File: src/rtl/agu_pkg.sv
package agu_pkg;
  typedef enum logic [3:0] {
    M_REG = 4'd0, M_IMM = 4'd1, M_DIRECT = 4'd2, M_INDIR = 4'd3,
    M_BASED = 4'd4, M_INDEXED = 4'd5, M_BASEIDX = 4'd6,
    M_FETCH = 4'd7, M_STACK = 4'd8
  } mode_e;

  typedef enum logic [1:0] {P_BX = 2'd0, P_BP = 2'd1, P_SI = 2'd2, P_DI = 2'd3} ptr_e;
  typedef enum logic [1:0] {S_CS = 2'd0, S_DS = 2'd1, S_ES = 2'd2, S_SS = 2'd3} seg_e;

  // Strobes from decode to the datapath
  typedef struct packed {
    logic       useA;
    logic       useB;
    logic       useDisp;
    logic       fromIp;
    logic       fromSp;
    logic [1:0] segId;
    logic       illegal;
    logic       noAccess;
  } agu_ctrl_t;
endpackage

File: src/rtl/agu_ctrl.sv
module agu_ctrl
  import agu_pkg::*;
(
  input  logic [3:0] modeSel,
  input  logic [1:0] ptrA,
  input  logic [1:0] ptrB,
  input  logic       ovrEn,
  input  logic [1:0] ovrSel,
  output agu_ctrl_t  ctrl
);
  logic aBase, bBase, aIndex, bIndex, dataMode;

  always_comb begin
    aBase    = (ptrA == P_BX) || (ptrA == P_BP);
    bBase    = (ptrB == P_BX) || (ptrB == P_BP);
    aIndex   = !aBase;
    bIndex   = !bBase;
    dataMode = (modeSel >= M_DIRECT) && (modeSel <= M_BASEIDX);

    ctrl          = '0;
    ctrl.segId    = S_DS;
    case (modeSel)
      M_REG, M_IMM: ctrl.noAccess = 1'b1;
      M_DIRECT:     ctrl.useDisp  = 1'b1;
      M_INDIR: begin
        ctrl.useA    = 1'b1;
        ctrl.illegal = (ptrA == P_BP);
      end
      M_BASED: begin
        ctrl.useA    = 1'b1;
        ctrl.useDisp = 1'b1;
        ctrl.illegal = !aBase;
        if (ptrA == P_BP) ctrl.segId = S_SS;
      end
      M_INDEXED: begin
        ctrl.useA    = 1'b1;
        ctrl.useDisp = 1'b1;
        ctrl.illegal = !aIndex;
      end
      M_BASEIDX: begin
        ctrl.useA    = 1'b1;
        ctrl.useB    = 1'b1;
        ctrl.useDisp = 1'b1;
        ctrl.illegal = !((aBase && bIndex) || (aIndex && bBase));
        if ((ptrA == P_BP) || (ptrB == P_BP)) ctrl.segId = S_SS;
      end
      M_FETCH: begin
        ctrl.fromIp = 1'b1;
        ctrl.segId  = S_CS;
      end
      M_STACK: begin
        ctrl.fromSp = 1'b1;
        ctrl.segId  = S_SS;
      end
      default: ctrl.illegal = 1'b1;
    endcase

    if (ovrEn && dataMode) ctrl.segId = ovrSel;
  end
endmodule

File: src/rtl/agu_dpath.sv
module agu_dpath
  import agu_pkg::*;
#(
  parameter int OFF_W     = 16,
  parameter int SEG_SHIFT = 4,
  parameter int SHORT_W   = 8
) (
  input  agu_ctrl_t                      ctrl,
  input  logic [OFF_W-1:0]               segCs,
  input  logic [OFF_W-1:0]               segDs,
  input  logic [OFF_W-1:0]               segEs,
  input  logic [OFF_W-1:0]               segSs,
  input  logic [OFF_W-1:0]               regBx,
  input  logic [OFF_W-1:0]               regBp,
  input  logic [OFF_W-1:0]               regSi,
  input  logic [OFF_W-1:0]               regDi,
  input  logic [OFF_W-1:0]               regIp,
  input  logic [OFF_W-1:0]               regSp,
  input  logic [OFF_W-1:0]               dispIn,
  input  logic                           dispShort,
  input  logic [1:0]                     ptrA,
  input  logic [1:0]                     ptrB,
  output logic [OFF_W-1:0]               effOffset,
  output logic [OFF_W-1:0]               segValue,
  output logic [OFF_W+SEG_SHIFT-1:0]     physAddr,
  output logic                           memValid
);
  localparam int PA_W = OFF_W + SEG_SHIFT;

  logic [OFF_W-1:0] opA, opB, shortExt, dispVal, offSum, segRaw;
  logic [PA_W-1:0]  paSum;

  generate
    if (SHORT_W < OFF_W) begin : g_sext
      assign shortExt = {{(OFF_W-SHORT_W){dispIn[SHORT_W-1]}}, dispIn[SHORT_W-1:0]};
    end else begin : g_full
      assign shortExt = dispIn;
    end
  endgenerate

  function automatic logic [OFF_W-1:0] pickPtr(input logic [1:0] sel,
      input logic [OFF_W-1:0] bx, bp, si, di);
    case (sel)
      P_BX:    return bx;
      P_BP:    return bp;
      P_SI:    return si;
      default: return di;
    endcase
  endfunction

  always_comb begin
    opA     = ctrl.useA ? pickPtr(ptrA, regBx, regBp, regSi, regDi) : '0;
    opB     = ctrl.useB ? pickPtr(ptrB, regBx, regBp, regSi, regDi) : '0;
    dispVal = !ctrl.useDisp ? '0 : (dispShort ? shortExt : dispIn);
    offSum  = opA + opB + dispVal
            + (ctrl.fromIp ? regIp : '0)
            + (ctrl.fromSp ? regSp : '0);
    case (ctrl.segId)
      S_CS:    segRaw = segCs;
      S_DS:    segRaw = segDs;
      S_ES:    segRaw = segEs;
      default: segRaw = segSs;
    endcase
    paSum     = {segRaw, {SEG_SHIFT{1'b0}}} + {{SEG_SHIFT{1'b0}}, offSum};
    memValid  = !ctrl.illegal && !ctrl.noAccess;
    effOffset = memValid ? offSum : '0;
    segValue  = memValid ? segRaw : '0;
    physAddr  = memValid ? paSum  : '0;
  end
endmodule

File: src/rtl/seg_addr_gen.sv
module seg_addr_gen
  import agu_pkg::*;
#(
  parameter int OFF_W     = 16,
  parameter int SEG_SHIFT = 4,
  parameter int SHORT_W   = 8
) (
  input  logic [OFF_W-1:0]           segCs,
  input  logic [OFF_W-1:0]           segDs,
  input  logic [OFF_W-1:0]           segEs,
  input  logic [OFF_W-1:0]           segSs,
  input  logic [OFF_W-1:0]           regBx,
  input  logic [OFF_W-1:0]           regBp,
  input  logic [OFF_W-1:0]           regSi,
  input  logic [OFF_W-1:0]           regDi,
  input  logic [OFF_W-1:0]           regIp,
  input  logic [OFF_W-1:0]           regSp,
  input  logic [OFF_W-1:0]           dispIn,
  input  logic                       dispShort,
  input  logic [3:0]                 modeSel,
  input  logic [1:0]                 ptrA,
  input  logic [1:0]                 ptrB,
  input  logic                       ovrEn,
  input  logic [1:0]                 ovrSel,
  output logic [OFF_W-1:0]           effOffset,
  output logic [1:0]                 segUsed,
  output logic [OFF_W-1:0]           segValue,
  output logic [OFF_W+SEG_SHIFT-1:0] physAddr,
  output logic                       memValid,
  output logic                       noAccess,
  output logic                       illegal
);
  agu_ctrl_t ctrl;

  agu_ctrl u_ctrl (
    .modeSel(modeSel), .ptrA(ptrA), .ptrB(ptrB),
    .ovrEn(ovrEn), .ovrSel(ovrSel), .ctrl(ctrl)
  );

  agu_dpath #(.OFF_W(OFF_W), .SEG_SHIFT(SEG_SHIFT), .SHORT_W(SHORT_W)) u_dpath (
    .ctrl(ctrl),
    .segCs(segCs), .segDs(segDs), .segEs(segEs), .segSs(segSs),
    .regBx(regBx), .regBp(regBp), .regSi(regSi), .regDi(regDi),
    .regIp(regIp), .regSp(regSp), .dispIn(dispIn), .dispShort(dispShort),
    .ptrA(ptrA), .ptrB(ptrB),
    .effOffset(effOffset), .segValue(segValue), .physAddr(physAddr),
    .memValid(memValid)
  );

  assign segUsed  = ctrl.segId;
  assign noAccess = ctrl.noAccess;
  assign illegal  = ctrl.illegal;
endmodule

File: config.mk
export PLATFORM = sky130hd
export DESIGN_NAME = seg_addr_gen
export DESIGN_NICKNAME = d
export VERILOG_FILES = /design/src/rtl/agu_pkg.sv /design/src/rtl/agu_ctrl.sv /design/src/rtl/agu_dpath.sv /design/src/rtl/seg_addr_gen.sv
export SDC_FILE = /design/constraint.sdc
export NUM_CORES = 1
export LEC_CHECK = 0
export BUFFER_PORTS_ARGS = -buffer_cell sky130_fd_sc_hd__buf_2
export CAP_MARGIN = 20
export CORE_AREA = 2 2 98 170
export DETAILED_ROUTE_END_ITERATION = 8
export DIE_AREA = 0 0 100 172
export GPL_ROUTABILITY_DRIVEN = 0
export PLACE_DENSITY = 0.53
export SLEW_MARGIN = 20
export SYNTH_ARGS = -nofsm -noshare
export SYNTH_HDL_FRONTEND = slang
export SYNTH_HIERARCHICAL = 1
export SYNTH_SLANG_ARGS = --single-unit
File: constraint.sdc
create_clock -name vclk -period 17.6
set_input_delay 0.88 -clock vclk [all_inputs]
set_output_delay 0.88 -clock vclk [all_outputs]
set_load 0.01 [all_outputs]
==> Word-level counts from Yosys, hierarchy flattened <==
Cells that the tools add are included.
{ "classes": {"n_addsub": 5, "n_lt_le_gt_ge": 2, "eq_ne": 14, "n_mux": 23, "n_reduce_logical": 22} }
{ "ops": {"columns": ["cell", "n"], "rows": [
  ["16-bit one-hot mux with 3 select lines", 3],
  ["16-bit two-way mux", 8],
  ["16-bit adder", 4],
  ["20-bit by 16-bit adder with 20-bit output", 1],
  ["20-bit two-way mux", 1],
  ["4-bit by 3-bit equality test with 1-bit output, second input constant", 4],
  ["4-bit by 2-bit equality test with 1-bit output, second input constant", 2],
  ["2-bit one-hot mux with 4 select lines", 1],
  ["4-bit OR reduction", 2],
  ["2-bit by 1-bit equality test with 1-bit output, second input constant", 3],
  ["2-bit equality test, second input constant", 3],
  ["2-bit logical NOT", 3],
  ["1-bit two-way mux", 6],
  ["2-bit two-way mux", 3],
  ["1-bit logical AND", 5],
  ["1-bit logical NOT", 5],
  ["1-bit one-hot mux with 5 select lines", 1],
  ["5-bit OR reduction", 1],
  ["4-bit by 1-bit equality test with 1-bit output, second input constant", 1],
  ["4-bit equality test, second input constant", 1],
  ["4-bit by 2-bit greater-or-equal comparator with 1-bit output, second input constant", 1],
  ["4-bit by 3-bit <= comparator with 1-bit output, second input constant", 1],
  ["4-bit logical NOT", 1],
  ["1-bit logical OR", 4],
  ["2-bit OR reduction", 1]
]} }
{ "totals": {"register_bits": 0, "out_inout_bits": 57, "elab_cells": 66} }

==> Depth between registers and ports, before layout <==
Gate-level depths: netlist of the first run.
{ "depth": {"ltp_word": 10, "ltp_mapped": 28, "depth_no_buf": 26} }

==> Modules after synthesis <==
Netlist of the first run, hierarchy kept.
{ "modules_own_cells": {"columns": ["module", "instances", "cells_each", "area_per_inst_um2", "seq_area_each_um2"], "rows": [
  ["agu_dpath", 1, 484, 4393.0, 0.0],
  ["agu_ctrl", 1, 32, 249.0, 0.0]
]} }

==> Worst setup path after synthesis of the first run <==
No wires, ideal clock.
{ "synth_timing": {"path_kind": "input port to output port", "start": "input port ptrA[0]", "end": "output port physAddr[16]", "arrival_time_ns": 6.538, "required_time_ns": 16.720, "setup_slack_ns": 10.182, "stages": 22, "path_buffers": 2, "path_cell_list": "buf_2 > buf_2 > mux4_2 > and2_1 > fa_1 > fa_1 > inv_1 > fa_1 > inv_1 > ha_1 > a21o_1 > or3_1 > o21ba_1 > a311o_1 > a21oi_2 > xnor2_1 > ha_1 > and3_1 > o311ai_0 > a21boi_0 > o21a_1 > nor3_1"} }
{ "synth_between": {"elab_chain_len": 10, "word_cells_on_any_way": 29, "cone_classes": "add/sub (5); eq/ne (4); mux (9); reduce/logical (11)"} }
{ "synth_lines": {"columns": ["item", "line", "text"], "rows": [
  ["from (decl)", "seg_addr_gen.sv:21", "input logic [1:0] ptrA,"],
  ["branches (longest 9 deep; another with 20-bit by 16-bit adder with 20-bit output)", null, null],
  ["20-bit two-way mux *", "agu_dpath.sv:68", "physAddr = memValid ? paSum : '0;"],
  ["to (decl)", "seg_addr_gen.sv:28", "output logic [OFF_W+SEG_SHIFT-1:0] physAddr,"]
]} }
Every way passes the cells marked *.

==> run metrics, run 1 <==
initial antenna violation count=0; CP max stage delay=690 ps; Relative slew margins=39.0%; total grt overflow=0; minimum clock period after layout=8200 ps; hold_buf cts=0; top cells by area, synth=mux4_2, fa_1, and2_1; postcts setup bufs=0; Final nets=997; area of the die=17,200 um^2; vias in the first global route=4,833; main combinational cell family by area after synthesis=adder cells; Final period util=46.6%; total routed wirelength=15,300 um; slowest stage cell, crit path=nor2_1; Synth Warn #=6; initial DRC count=157; DR DRC count=0; Yosys top cell by area=mux4_2; worst slew pin tran=911 ps; DP HPWL=14,000 um; core box area=15,900 um^2; Die X=100 um; final hold viol count=0; fraction of layout cells with a size suffix above 1=41.3%; Area Overhead vs Synth=28.7%; max-slew violations=0; CP arrival=7320 ps; antenna-violating nets left=0; IO Port Bufs=245; DR WL/cell=16.6 um; achievable frequency=122 MHz; Synth top area share=21.8%; commonest non-fill, non-tap cell in the layout=buf_2; Min-Delay Path Class=in -> out; largest net degree at the start of global routing=35; Synth Area in Compound Gates=11.6%; io pins=245; via count=4,641; Synth cell types=57; pwr/cell area=36.7 nW/um^2; Seq cells=0; Resized cells post-CTS=0; simple-gate portion of the synthesized area=22.7%; gr usage total=17.2%; total power=0.219 mW; Mapped Area=4640 um^2; Critical Path End Type=output pin; max-capacitance violation count=0; worst endpoint required time=16,720 ps; row count=61; post-DR vias/cell=5.03; Avg Cell Area, Syn=9.00 um^2; crit path kind=in -> out; Final TNS setup=0 ps; endpoints failing setup=0; status=complete, no violations; Synth Instances=516; Post-Syn Nets=777; sequential-to-total area share from yosys stat=0%; most frequent cells in the layout=buf_2, and2_1, inv_1, mux4_2, fa_1; clock buf count=0; first-pass GRT wire length=23,700 um; Synth Area in Adders=27.0%; CP Launch Type=input pin; Pre-antenna DRT Iters=6; initial core utilization=29.2%; post-synthesis mux area share=24.4%; worst-path maximum fanout=16; RSZ-0062 raised after global routing=no; WP buf/inv=4; Pleak=3.09 nW; most used cell, CP=fa_1; die height=172 um; Post-Synth XOR/XNOR Area=5.77%; peak supply drop=0.0114 mV; cell family with most CP delay=adder cells; register area=0 um^2; ANT cells=0
## cells in the mapped netlist, types with 3 or more instances
master and number:
buf_4 4, xnor2_1 18, fa_1 45, o211ai_1 3
clkbuf_1 14, nor2b_1 7, o21bai_1 4, inv_1 57
a211oi_1 3, nor2_1 25, a21o_1 8, a21oi_1 18
o21ai_0 18, or3_1 6, nand3_1 5, and2_1 78
xor2_1 10, mux4_2 45, mux2i_1 4, nor3_1 8
o21a_1 5, nor4b_1 3, nand2_1 39, mux4_1 3
buf_6 5, a21boi_0 3, ha_1 28, buf_2 7
and2b_1 6
## routing by layer
metal,GRT usage [%],part of all wire (%)
met4,3.10,2.1
met5,0,0
met2,37.5,59
met1,17.3,34
met3,1.21,5.2
## power by group
part           total [mW]  leakage (nW)  internal (mW)  switching, mW
sequential              0             0              0              0
clock                   0             0              0              0
combinational       0.219          3.09          0.102          0.117
## through the flow
stage	hold WS, ps	instances	setup WS [ps]	util (%)	instance area [um^2]
finish	2240	923	9400	37.6	5970
global route	2270	923	8710	37.6	5970
CTS	2250	923	9300	37.6	5970
detailed placement	2250	923	9330	37.6	5970
global placement	2260	923	9400	37.6	5970
floorplan	1910	516	10180	-	4640
## final cells by class
type,count,area (um^2)
fillers,1723,9900
repair buffers,250,1260
well taps,189,236
multi-input cells,426,4250
inverters,58,218
## kinds of logic after synthesis
logic type / count (synthesis)
XOR/XNOR: 29
adder cells (fa/ha/maj): 73
AO/OA/AOI/OAI: 81
AND/OR/NAND/NOR: 191
buffers and inverters: 90
multiplexers: 52
## path summary, 6_finish.rpt
kind,endpoint,cells after the start,startpoint,slack (ps)
worst max-delay path,physAddr[18],25,modeSel[0],9400
worst min-delay path,noAccess,3,modeSel[3],2240
No activity file was read; power rests on OpenSTA's default activity.
==> run 2, diff against run 1 <==
Clock period 17.6 ns to 8.4 ns, I/O delays scaled along.
==> run 2 against run 1 <==
Net effect:
- via count is 0.73% lower
- combinational power is 110% higher
- core utilization is 0.063 points higher
- die area stayed put
- global-route usage is 0.12 points higher
- cell count is 0.22% higher
- non-clock buffer count is 1 higher
- critical path depth is 1 lower
- cell area is 0.17% higher
- critical path type unchanged
- critical endpoint unchanged
==> run metrics, run 2 (synthesis gave the netlist of run 1 again) <==
largest net degree at the start of global routing=35; fraction of layout cells with a size suffix above 1=41.4%; initial antenna violation count=1; area of the die=17,200 um^2; beginning of the critical path=ptrA[0]; total power=0.459 mW; IO Port Bufs=245; postcts setup bufs=0; cells along the critical path=buf_2, mux4_1, and2_1, fa_1, inv_1, fa_1, fa_1, inv_1, ha_1, inv_1, fa_1, nor2b_1, o31a_1, o21ba_1, o21ai_0, a21boi_0, nor2_1, ha_1, and3_1, o311ai_0, a21boi_0, nand3_1, o211ai_1, buf_2; Final period util=84.3%; io pins=245; first-pass GRT wire length=23,700 um; max-capacitance violation count=0; DP HPWL=14,100 um; initial DRC count=193; most used cell, CP=fa_1; post-DR vias/cell=4.98; antenna-violating nets left=0; die height=172 um; commonest non-fill, non-tap cell in the layout=buf_2; max-slew violations=0; worst slew pin tran=876 ps; Final nets=998; Final TNS setup=0 ps; hold_buf cts=0; status=complete, no violations; Pre-antenna DRT Iters=4; clock buf count=0; DR WL/cell=16.8 um; final hold viol count=0; core box area=15,900 um^2; Area Overhead vs Synth=28.9%; Critical Path End Type=output pin; register area=0 um^2; worst-path maximum fanout=18; total routed wirelength=15,500 um; gr usage total=17.4%; area of the multi-input gates=4250 um^2; minimum clock period after layout=7080 ps; WP buf/inv=5; slowest stage cell, crit path=mux4_1; Fill cells=1,739; achievable frequency=141 MHz; cell family with most CP delay=adder cells; pwr/cell area=76.8 nW/um^2; via count=4,607; CP max stage delay=610 ps; CP Launch Type=input pin; Seq cells=0; initial core utilization=29.2%; Min-Delay Path Class=in -> out; Fin Hold WS=1330 ps; worst endpoint required time=7980 ps; Relative slew margins=41.5%; Resized cells post-CTS=0; most frequent cells in the layout=buf_2, and2_1, inv_1, mux4_2, fa_1; Pleak=3.09 nW; Die X=100 um; RSZ-0062 raised after global routing=no; CP arrival=6660 ps; row count=61; endpoints failing setup=0; peak supply drop=0.0267 mV; DR DRC count=0; crit path kind=in -> out; total grt overflow=0; vias in the first global route=4,768; hold_sp=modeSel[3]
run 2: final timing paths:
path                       end  depth (start not counted)
setup / recovery  physAddr[18]                         24
hold / removal        noAccess                          3
run 2: final cells by class:
| type | instances | share of cell area (%) |
|---|---|---|
| inverters | 58 | 3.64 |
| multi-input cells | 426 | 71.1 |
| diodes | 1 | 0.0418 |
| well taps | 189 | 3.95 |
| repair buffers | 251 | 21.3 |
run 2: through the flow:
stage / instance area [um^2] / utilization, % / cells / setup slack (ps)
2_1_floorplan: 4640 / - / 516 / 1900
3_3_place_gp: 5980 / 37.7 / 924 / 1430
3_5_place_dp: 5980 / 37.7 / 924 / 1300
4_1_cts: 5980 / 37.7 / 924 / 1300
5_1_grt: 5980 / 37.7 / 925 / 744
6_report: 5980 / 37.7 / 925 / 1320
run 2: where the power goes:
part	switching (mW)	internal (mW)	total (mW)
clock	0	0.0000000160	0.0000000160
combinational	0.246	0.214	0.459
sequential	0	0	0
total	0.246	0.214	0.459
run 2: layer usage:
metal | up-vias | GRT usage (%) | wire length, um
li1 | 2236 | - | -
met1 | 2168 | 17.2 | 5100
met2 | 188 | 38.1 | 9260
met3 | 15 | 1.50 | 908
met4 | 0 | 2.44 | 236
met5 | - | 0 | 0
run 2: worst min-delay path: stages:
cell and delay, ps:
buf_2 180, nor3_1 150, buf_2 170
==> run 3, diff against run 2 <==
Settings changed: PLACE_DENSITY 0.53 to 0.55.
Clock period 8.4 ns to 6 ns, I/O delays scaled along.
==> run 3 against run 2 <==
Net effect:
- cell area is 18% higher
- combinational power is 86% higher
- cell count is 10% higher
- first-iteration DRC count is 65% lower
- power is 86% higher
==> run metrics, run 3 (synthesis gave the netlist of run 1 again) <==
largest net degree at the start of global routing=35; clock buf count=0; endpoints failing setup=0; pwr/cell area=121 nW/um^2; io pins=245; Fill cells=1,699; minimum clock period after layout=5890 ps; DR WL/cell=17.3 um; total power=0.854 mW; initial core utilization=29.2%; IO Port Bufs=245; peak supply drop=0.0398 mV; RSZ-0062 raised after global routing=yes; Pleak=3.61 nW; CP arrival=5590 ps; hold_buf cts=0; worst slew pin tran=851 ps; Fin Hold WS=1150 ps; commonest non-fill, non-tap cell in the layout=buf_2; post-DR vias/cell=4.97; Final period util=98.2%; antenna-violating nets left=0; row count=61; Seq cells=0; Pre-antenna DRT Iters=4; die height=172 um; Relative slew margins=43.2%; total grt overflow=0; core box area=15,900 um^2; ANT cells=0; Die X=100 um; CP Launch Type=input pin; total routed wirelength=17,700 um; via count=5,071; worst-path maximum fanout=4; DR DRC count=0; Final nets=1,094; initial antenna violation count=0; area of the die=17,200 um^2; DP HPWL=15,900 um; Min-Delay Path Class=in -> out; max-capacitance violation count=0; most frequent cells in the layout=buf_2, buf_4, and2_1, inv_1, mux4_2; max-slew violations=0; register area=0 um^2; Area Overhead vs Synth=52.1%; worst endpoint required time=5700 ps; Critical Path End Type=output pin; final hold viol count=0; status=complete, no violations; first-pass GRT wire length=26,000 um; Final TNS setup=0 ps; fraction of layout cells with a size suffix above 1=55.1%; crit path kind=in -> out; achievable frequency=170 MHz; vias in the first global route=5,365; initial DRC count=68; gr usage total=19.3%
[run 3: worst paths after layout]
check,start,end,slack (ps),depth (start not counted)
worst max-delay path,ptrA[0],physAddr[18],110,23
worst min-delay path,segEs[4],segValue[4],1150,4
[run 3: what timing repair did]
item                       4_1_cts  5_1_grt
setup buffers                    2       13
setup endpoints to repair        7        8
gates resized for setup         33       54
gates cloned                     0        0
hold endpoints to repair         0        0
pin swaps                       18       47
[run 3: routing by layer]
metal / vias up / part of all wire, % / GRT usage [%]
li1: 2426 / - / -
met1: 2438 / 31 / 16.7
met2: 181 / 61 / 44.4
met3: 26 / 4.3 / 1.05
met4: 0 / 3.0 / 5.30
met5: - / 0 / 0
[run 3: cell type report]
| type | count | area, um^2 | share of cell area (%) |
|---|---|---|---|
| Multi-Input combinational cell | 426 | 4540 | 64.2 |
| Timing Repair Buffer | 347 | 2070 | 29.3 |
| Tap cell | 189 | 236 | 3.35 |
| Inverter | 58 | 218 | 3.08 |
[run 3: worst max-delay path: stages]
cell      delay (ps)
buf_8             90
buf_6            100
mux4_2           500
and2_4           180
fa_2             430
fa_1             530
inv_2             40
fa_1             570
buf_4            120
fa_2             230
nor2b_4           50
o31a_1           300
o21ba_4          240
a311o_1          320
a21oi_2          190
xnor2_1           80
ha_1             310
and3_4           220
o311ai_2         120
a21boi_2         280
nand3_1          120
o211ai_1         100
buf_2            160
[run 3: where the power goes]
group / internal, mW / total, mW / leakage, nW / switching [mW]
logic: 0.448 / 0.854 / 3.61 / 0.406
registers: 0 / 0 / 0 / 0
clock network: 0 / 0 / 0 / 0
total: 0.448 / 0.854 / 3.61 / 0.406
[run 3: metrics by stage]
stage	worst slack [ps]	area [um^2]	utilization, %	instances
finish	106	7060	44.5	1020
global route	-56.1	7060	44.5	1020
CTS	1.41	6770	42.7	1008
detailed placement	-295	6640	41.8	1006
global placement	-210	6640	41.8	1006
floorplan	8.06	4660	-	516
